File: src/rtl/ds_cal_pkg.sv
package ds_cal_pkg;
  typedef enum logic [1:0] {
    PH_RUN  = 2'd0,
    PH_OFF  = 2'd1,
    PH_GAIN = 2'd2
  } cal_phase_e;
endpackage

File: src/rtl/ds_win_count.sv
// Counts ones over back-to-back windows; restart aligns a fresh window.
module ds_win_count #(
  parameter int WIN_W   = 10,
  parameter int MIN_WIN = 26
) (
  input  logic             clk,
  input  logic             rst_n,
  input  logic             restart_i,
  input  logic             bit_i,
  input  logic [WIN_W-1:0] len_i,
  output logic             done_o,
  output logic [WIN_W-1:0] ones_o
);
  logic [WIN_W-1:0] pos_q, acc_q, len_q, len_eff, acc_nx;

  always_comb begin
    len_eff = (len_i < WIN_W'(MIN_WIN)) ? WIN_W'(MIN_WIN) : len_i;
    acc_nx  = acc_q + WIN_W'(bit_i);
  end

  always_ff @(posedge clk or negedge rst_n) begin
    if (!rst_n) begin
      pos_q  <= '0;
      acc_q  <= '0;
      len_q  <= WIN_W'(MIN_WIN);
      done_o <= 1'b0;
      ones_o <= '0;
    end else begin
      done_o <= 1'b0;
      if (restart_i) begin
        pos_q <= '0;
        acc_q <= '0;
        len_q <= len_eff;
      end else if (pos_q == len_q - WIN_W'(1)) begin
        done_o <= 1'b1;
        ones_o <= acc_nx;
        pos_q  <= '0;
        acc_q  <= '0;
        len_q  <= len_eff;
      end else begin
        pos_q <= pos_q + WIN_W'(1);
        acc_q <= acc_nx;
      end
    end
  end
endmodule

File: src/rtl/ds_cal_seq.sv
// Calibration sequencer: drives configuration lines, captures counts.
module ds_cal_seq
  import ds_cal_pkg::*;
#(
  parameter int WIN_W    = 10,
  parameter int SETTLE_W = 3,
  parameter int SEL_HOLD = 25
) (
  input  logic                clk,
  input  logic                rst_n,
  input  logic                start_i,
  input  logic [SETTLE_W-1:0] settle_i,
  input  logic                win_done_i,
  input  logic [WIN_W-1:0]    win_ones_i,
  output logic                restart_o,
  output logic                run_o,
  output logic                gsel_o,
  output logic                conv_go_o,
  output logic [WIN_W-1:0]    conv_ones_o,
  output logic [WIN_W-1:0]    off_o,
  output logic [WIN_W-1:0]    gain_o,
  output logic                err_o
);
  localparam int HOLD_W = $clog2(SEL_HOLD + 1);

  cal_phase_e          phase_q;
  logic [SETTLE_W-1:0] skip_q;
  logic [HOLD_W-1:0]   hold_q;
  logic                pend_q;
  logic [WIN_W-1:0]    off_tmp_q;
  logic                take_win;

  // A window is usable once settling is over and no restart is in flight.
  always_comb take_win = win_done_i && !restart_o && (skip_q == '0);

  always_ff @(posedge clk or negedge rst_n) begin
    if (!rst_n) begin
      phase_q     <= PH_RUN;
      skip_q      <= '0;
      hold_q      <= '0;
      pend_q      <= 1'b1;
      off_tmp_q   <= '0;
      restart_o   <= 1'b0;
      run_o       <= 1'b1;
      gsel_o      <= 1'b0;
      conv_go_o   <= 1'b0;
      conv_ones_o <= '0;
      off_o       <= '0;
      gain_o      <= '1;
      err_o       <= 1'b0;
    end else begin
      restart_o <= 1'b0;
      conv_go_o <= 1'b0;
      if (start_i) pend_q <= 1'b1;
      if (hold_q != '0) begin
        hold_q <= hold_q - HOLD_W'(1);
        if (hold_q == HOLD_W'(1)) gsel_o <= 1'b0;
      end
      if (win_done_i && !restart_o && skip_q != '0) skip_q <= skip_q - SETTLE_W'(1);
      unique case (phase_q)
        PH_RUN: begin
          if ((pend_q || start_i) && hold_q == '0) begin
            phase_q   <= PH_OFF;
            run_o     <= 1'b0;
            gsel_o    <= 1'b0;
            restart_o <= 1'b1;
            skip_q    <= settle_i;
            pend_q    <= 1'b0;
          end else if (take_win) begin
            conv_go_o   <= 1'b1;
            conv_ones_o <= win_ones_i;
          end
        end
        PH_OFF: begin
          if (take_win) begin
            off_tmp_q <= win_ones_i;
            phase_q   <= PH_GAIN;
            gsel_o    <= 1'b1;
            restart_o <= 1'b1;
            skip_q    <= settle_i;
          end
        end
        PH_GAIN: begin
          if (take_win) begin
            if (win_ones_i > off_tmp_q) begin
              off_o  <= off_tmp_q;
              gain_o <= win_ones_i;
              err_o  <= 1'b0;
            end else begin
              err_o  <= 1'b1;
            end
            phase_q   <= PH_RUN;
            run_o     <= 1'b1;
            hold_q    <= HOLD_W'(SEL_HOLD);
            restart_o <= 1'b1;
            skip_q    <= settle_i;
          end
        end
        default: phase_q <= PH_RUN;
      endcase
    end
  end
endmodule

File: src/rtl/ds_ratio_div.sv
// Clamped scale-and-divide, one quotient bit per cycle.
module ds_ratio_div #(
  parameter int WIN_W = 10,
  parameter int RES_W = 12
) (
  input  logic             clk,
  input  logic             rst_n,
  input  logic             go_i,
  input  logic [WIN_W-1:0] n_i,
  input  logic [WIN_W-1:0] off_i,
  input  logic [WIN_W-1:0] gain_i,
  output logic             done_o,
  output logic [RES_W-1:0] q_o
);
  localparam int NUM_W  = WIN_W + RES_W;
  localparam int STEP_W = $clog2(NUM_W + 1);
  localparam int FULL   = (1 << RES_W) - 1;

  logic              busy_q;
  logic [STEP_W-1:0] step_q;
  logic [NUM_W-1:0]  num_q, num_nx, prod;
  logic [WIN_W:0]    rem_q, rem_sh, rem_nx, den_q;
  logic              fits;

  always_comb begin
    prod   = NUM_W'(FULL) * NUM_W'(n_i - off_i);
    rem_sh = {rem_q[WIN_W-1:0], num_q[NUM_W-1]};
    fits   = (rem_sh >= den_q);
    rem_nx = fits ? (rem_sh - den_q) : rem_sh;
    num_nx = {num_q[NUM_W-2:0], fits};
  end

  always_ff @(posedge clk or negedge rst_n) begin
    if (!rst_n) begin
      busy_q <= 1'b0;
      step_q <= '0;
      num_q  <= '0;
      rem_q  <= '0;
      den_q  <= '0;
      done_o <= 1'b0;
      q_o    <= '0;
    end else begin
      done_o <= 1'b0;
      if (go_i) begin
        if (n_i <= off_i) begin
          q_o    <= '0;
          done_o <= 1'b1;
        end else if (n_i >= gain_i) begin
          q_o    <= RES_W'(FULL);
          done_o <= 1'b1;
        end else begin
          num_q  <= prod;
          den_q  <= {1'b0, gain_i - off_i};
          rem_q  <= '0;
          step_q <= STEP_W'(NUM_W);
          busy_q <= 1'b1;
        end
      end else if (busy_q) begin
        num_q  <= num_nx;
        rem_q  <= rem_nx;
        step_q <= step_q - STEP_W'(1);
        if (step_q == STEP_W'(1)) begin
          busy_q <= 1'b0;
          done_o <= 1'b1;
          q_o    <= num_nx[RES_W-1:0];
        end
      end
    end
  end
endmodule

File: src/rtl/ds_cal_ctrl.sv
module ds_cal_ctrl #(
  parameter int WIN_W    = 10,
  parameter int RES_W    = 12,
  parameter int SETTLE_W = 3,
  parameter int SEL_HOLD = 25
) (
  input  logic                clk,
  input  logic                rst_n,
  input  logic                mod_bit,
  input  logic                cal_start,
  input  logic [WIN_W-1:0]    win_len,
  input  logic [SETTLE_W-1:0] settle_win,
  output logic                mod_run,
  output logic                mod_gsel,
  output logic [RES_W-1:0]    res_data,
  output logic                res_valid,
  input  logic                res_ready,
  output logic                cal_err
);
  localparam int NUM_W   = WIN_W + RES_W;
  localparam int MIN_WIN = NUM_W + 4;

  logic             smp_q;
  logic             restart, win_done, conv_go, q_done;
  logic [WIN_W-1:0] win_ones, conv_ones, off_cnt, gain_cnt;
  logic [RES_W-1:0] q_val;

  // Bitstream captured on the falling edge of the modulator clock.
  always_ff @(negedge clk or negedge rst_n) begin
    if (!rst_n) smp_q <= 1'b0;
    else        smp_q <= mod_bit;
  end

  ds_win_count #(.WIN_W(WIN_W), .MIN_WIN(MIN_WIN)) u_win (
    .clk(clk), .rst_n(rst_n), .restart_i(restart), .bit_i(smp_q),
    .len_i(win_len), .done_o(win_done), .ones_o(win_ones)
  );

  ds_cal_seq #(.WIN_W(WIN_W), .SETTLE_W(SETTLE_W), .SEL_HOLD(SEL_HOLD)) u_seq (
    .clk(clk), .rst_n(rst_n), .start_i(cal_start), .settle_i(settle_win),
    .win_done_i(win_done), .win_ones_i(win_ones), .restart_o(restart),
    .run_o(mod_run), .gsel_o(mod_gsel), .conv_go_o(conv_go),
    .conv_ones_o(conv_ones), .off_o(off_cnt), .gain_o(gain_cnt), .err_o(cal_err)
  );

  ds_ratio_div #(.WIN_W(WIN_W), .RES_W(RES_W)) u_div (
    .clk(clk), .rst_n(rst_n), .go_i(conv_go), .n_i(conv_ones),
    .off_i(off_cnt), .gain_i(gain_cnt), .done_o(q_done), .q_o(q_val)
  );

  // Single output slot; results finishing while it is occupied are dropped.
  always_ff @(posedge clk or negedge rst_n) begin
    if (!rst_n) begin
      res_valid <= 1'b0;
      res_data  <= '0;
    end else begin
      if (res_valid && res_ready) res_valid <= 1'b0;
      if (q_done && mod_run && (!res_valid || res_ready)) begin
        res_data  <= q_val;
        res_valid <= 1'b1;
      end
    end
  end
endmodule

File: config.mk
export PLATFORM = sky130hd
export DESIGN_NAME = ds_cal_ctrl
export DESIGN_NICKNAME = d
export VERILOG_FILES = /design/src/rtl/ds_cal_pkg.sv /design/src/rtl/ds_win_count.sv /design/src/rtl/ds_cal_seq.sv /design/src/rtl/ds_ratio_div.sv /design/src/rtl/ds_cal_ctrl.sv
export SDC_FILE = /design/constraint.sdc
export NUM_CORES = 1
export LEC_CHECK = 0
export BUFFER_PORTS_ARGS = -buffer_cell sky130_fd_sc_hd__buf_2
export CAP_MARGIN = 20
export CORE_MARGIN = 3
export CORE_UTILIZATION = 30
export CTS_CLUSTER_DIAMETER = 100
export CTS_CLUSTER_SIZE = 14
export DETAILED_ROUTE_END_ITERATION = 10
export HOLD_SLACK_MARGIN = 0.02
export MAX_ROUTING_LAYER = met4
export PLACE_DENSITY = 0.46
export SLEW_MARGIN = 20
export SYNTH_ARGS = -nofsm -noshare
export SYNTH_HDL_FRONTEND = slang
export SYNTH_SLANG_ARGS = --single-unit
File: constraint.sdc
create_clock -name clk -period 6.35 [get_ports clk]
set_input_delay 1.905 -clock clk [delete_from_list [all_inputs] [get_ports clk]]
set_output_delay 1.905 -clock clk [all_outputs]
set_load 0.05 [all_outputs]
==> flow_metrics.tcl <==
set metrics [dict create \
    fin_tns_setup_ps 0 \
    seq_area_frac_synth_pct 34.3 \
    fin_skew_ps 29.5 \
    max_cap_viol_count 0 \
    drtAntennaViolNets 0 \
    post-dp-hpwl_mm 23.6 \
    cp_slowest_stage_delay_ps 590 \
    fillers 4185 \
    synthTopCellsByArea "dfrtp_1, ha_1, fa_1" \
    tightest_slew_ps 874 \
    grt_pass1_wl_mm 51.0 \
    routed_wl_mm 30.6 \
    rows 74 \
    rsz0062_at_grt "yes" \
    crit_buf_inv 5 \
    place_ws_ps -322 \
    tritoncts "built" \
    clk_latency_ps 440 \
    finalSetupViolCount 0 \
    grt_max_degree 68 \
    cts_made_buffers 17 \
    grt_use_total_pct 14.7 \
    dieArea_sq_mm 0.0445 \
    synth-compound-area-share_pct 14.4 \
    min_period_over_period_pct 97.8 \
    critPathMaxFanout 4 \
    synth.top_cell.area_share_pct 31.0 \
    route.detailed.drc 0 \
    criticalPathCategory "reg -> reg" \
    maxSlewViolCount 0 \
    critPathCaptureType "flop" \
    yosys_warnings 0 \
    overflow 0 \
    yosys_register_bits 172 \
    slew_headroom_pct 41.7 \
    cts_sinks 172 \
    synth_fa_ha_area_share_pct 20.2 \
    port_buffers 33 \
    synthXorXnorAreaFrac_pct 5.47 \
    cts_hold_buf 0 \
    syn-num-nets 1497 \
    netlist_area_sq_mm 0.0126 \
    synth_edf_count 0 \
    io_pins 34 \
    clk_pin_slew_worst_paths_ps 70 \
    cp.arrival_ps 6570 \
    die_x_um 211 \
    synth-simple-area-share_pct 12.2 \
    post_drt_wl_per_cell_um 15.3 \
    async_reset_ff_share_pct 100 \
    cp_data_required_time_ps 6700 \
    nets 1638 \
    critPathSlowestCell "fa_2" \
    power_leakage_nw 7.33 \
    ys.flop_type "dfrtp_1" \
    first_global_vias 9702 \
    worstSetupStartpointType "flop" \
    critical_path.cell_chain "ha_4 -> or2b_1 -> a21o_1 -> a211o_2 -> and3_4 -> nor2_4 -> inv_2 -> fa_2 -> buf_6 -> clkinvlp_4 -> fa_1 -> fa_1 -> inv_2 -> fa_1 -> inv_1 -> ha_2 -> or3_4 -> o31ai_4 -> a21oi_2 -> o21ai_2 -> a21oi_2 -> or4b_1 -> a32oi_1" \
    postLayoutSetupSlackWorst_ps 138 \
    viasPerCell 4.71 \
    status "finished, final reports clean" \
    netlist_instances 1313 \
    netlist-cell-type-count 82 \
    place_area_sq_mm 0.0142 \
    max-vdd-ir-drop_mv 0.191 \
    period_minus_slack_ps 6210 \
    vias 9425 \
    synth.largest_area_cell "dfrtp_1" \
    drive_gt1_share_pct 23.7 \
    clockRootBuffer "clkbuf_16" \
    synthMuxAreaShare_pct 6.16 \
    hold_viol 0 \
    fp.dieH_um 211 \
    gp_congestion 0.845 \
    power.density_mw_per_mm2 264 \
    antenna_found_initial 1 \
    h-tree-depth 4 \
    areaGrowthSynthToFinish_pct 21.1 \
    fin_area_sq_mm 0.0152 \
    synth_top_family_by_area "adder cells" \
    cts_buffer_depth 2 \
    drt_pass1_iterations 4 \
    drt_iter0_markers 360 \
    p_total_mw 4.02 \
    initial_core_util_pct 30.6 \
    syn_avg_cell_area_sq_um 9.59 \
    hold_class "reg -> reg" \
    worst_path_most_repeated_cell "fa_1" \
    core_sq_mm 0.0411 \
    fmax_ghz 0.161 \
    crit_family "adder cells" \
]
==> cell usage after synthesis, drive strengths merged, types with 7 or more instances <==
library cell    n
inv           192
dfrtp         156
nand2         116
ha            106
nor2           85
a21oi          68
o21ai          68
fa             60
xnor2          46
mux2           44
nand3          31
xor2           30
mux2i          28
a21o           26
clkbuf         22
o211ai         17
nand2b         16
dfstp          15
nor3           15
buf            14
o21a           13
nand4          11
o31ai          11
a211oi          9
nor2b           9
nor4            8
and2            7
o311ai          7
==> cell usage in the layout, fill, tap and decap left out, types with 7 or more instances in the layout <==
cell       instances
o211ai_1          16
fa_1              53
and2_1             7
o21ai_0           62
xnor2_1           40
o21a_1            13
buf_2             32
mux2i_1           28
a21oi_1           55
a21oi_2           10
inv_1            174
nand2_1          114
a211oi_1           7
mux2_2            44
dfrtp_1          156
nand4_1           11
a21o_1            26
nor2_1            79
fa_2               7
dfstp_2           15
nor4_1             7
nor3_1            12
ha_1              90
nor2b_1            8
ha_4              13
buf_4            123
nand3_1           29
clkbuf_16         17
xor2_1            28
inv_2             17
nand2b_1          16
o31ai_1           10
==> logic make-up (layout without fill, tap and decap cells) <==
family                     count (synthesis)  in the layout
AOI/OAI and AO/OA                        269            269
adders and majority gates                167            167
buffers and inverters                    230            384
other                                      0              2
and+or+nand+nor                          326            326
muxes                                     72             72
xor gates and xnor gates                  77             77
DFF                                      172            172
==> sequential cells by signal (all words and copies together) (netlist names), 2 cells and up <==
signal             count
res_data              12
u_div.den_q           10
u_div.num_q           22
u_div.q_o             12
u_div.rem_q           10
u_div.step_q           5
u_seq.conv_ones_o     10
u_seq.gain_o          10
u_seq.hold_q           5
u_seq.off_o           10
u_seq.off_tmp_q       10
u_seq.phase_q          2
u_seq.skip_q           3
u_win.acc_q           10
u_win.len_q           10
u_win.ones_o          10
u_win.pos_q           10
==> per-layer routing <==
layer  up-vias  share of wire [%]  global-route usage [%]
met2        80                 49                    24.2
met3        18                1.8                    2.48
met5         -                  0                       -
met4         0                1.1                    3.07
met1      4615                 48                    19.4
li1       4712                  -                       -
==> path summary, 6_finish.rpt <==
check                                  end                 start  cells after the start  slack [ps]
max reg2reg                u_div.num_q[20]  u_seq.conv_ones_o[1]                     23         140
min                           u_div.q_o[4]          u_div.q_o[4]                      1         470
max                        u_div.num_q[20]  u_seq.conv_ones_o[1]                     23         140
min in group asynchronous  u_seq.hold_q[4]                 rst_n                      2        1580
min reg2reg                   u_div.q_o[4]          u_div.q_o[4]                      1         470
max in group asynchronous            smp_q                 rst_n                      1        1890
==> power by group <==
group	internal [mW]	switching, mW	total (mW)
combinational	0.755	0.873	1.63
sequential	1.21	0.117	1.33
clock	0.583	0.483	1.07
==> what timing repair did <==
action                     CTS  global route
resized for setup           22            57
pin swaps                   11            52
setup endpoints to repair    4             7
buffers inserted             4            10
==> area by class of cell <==
type                       instances  area [sq um]  area share, %
tap                              532           666           4.37
multi-input combinational        911          7810           51.2
antenna                            2          5.00         0.0328
inverter                         194           736           4.83
clock inverter                    12           125          0.821
clock buffer                      20           467           3.06
timing repair buffer             158          1120           7.33
sequential                       172          4320           28.4
==> metrics by stage <==
step	instances	hold WS [ps]	utilization, %
floorplan	1313	444	-
global placement	1953	458	34.5
detailed placement	1953	460	34.5
CTS	1989	476	36.2
global route	2000	485	37.1
finish	2001	473	37.1
(Power assumes the default switching activity.)
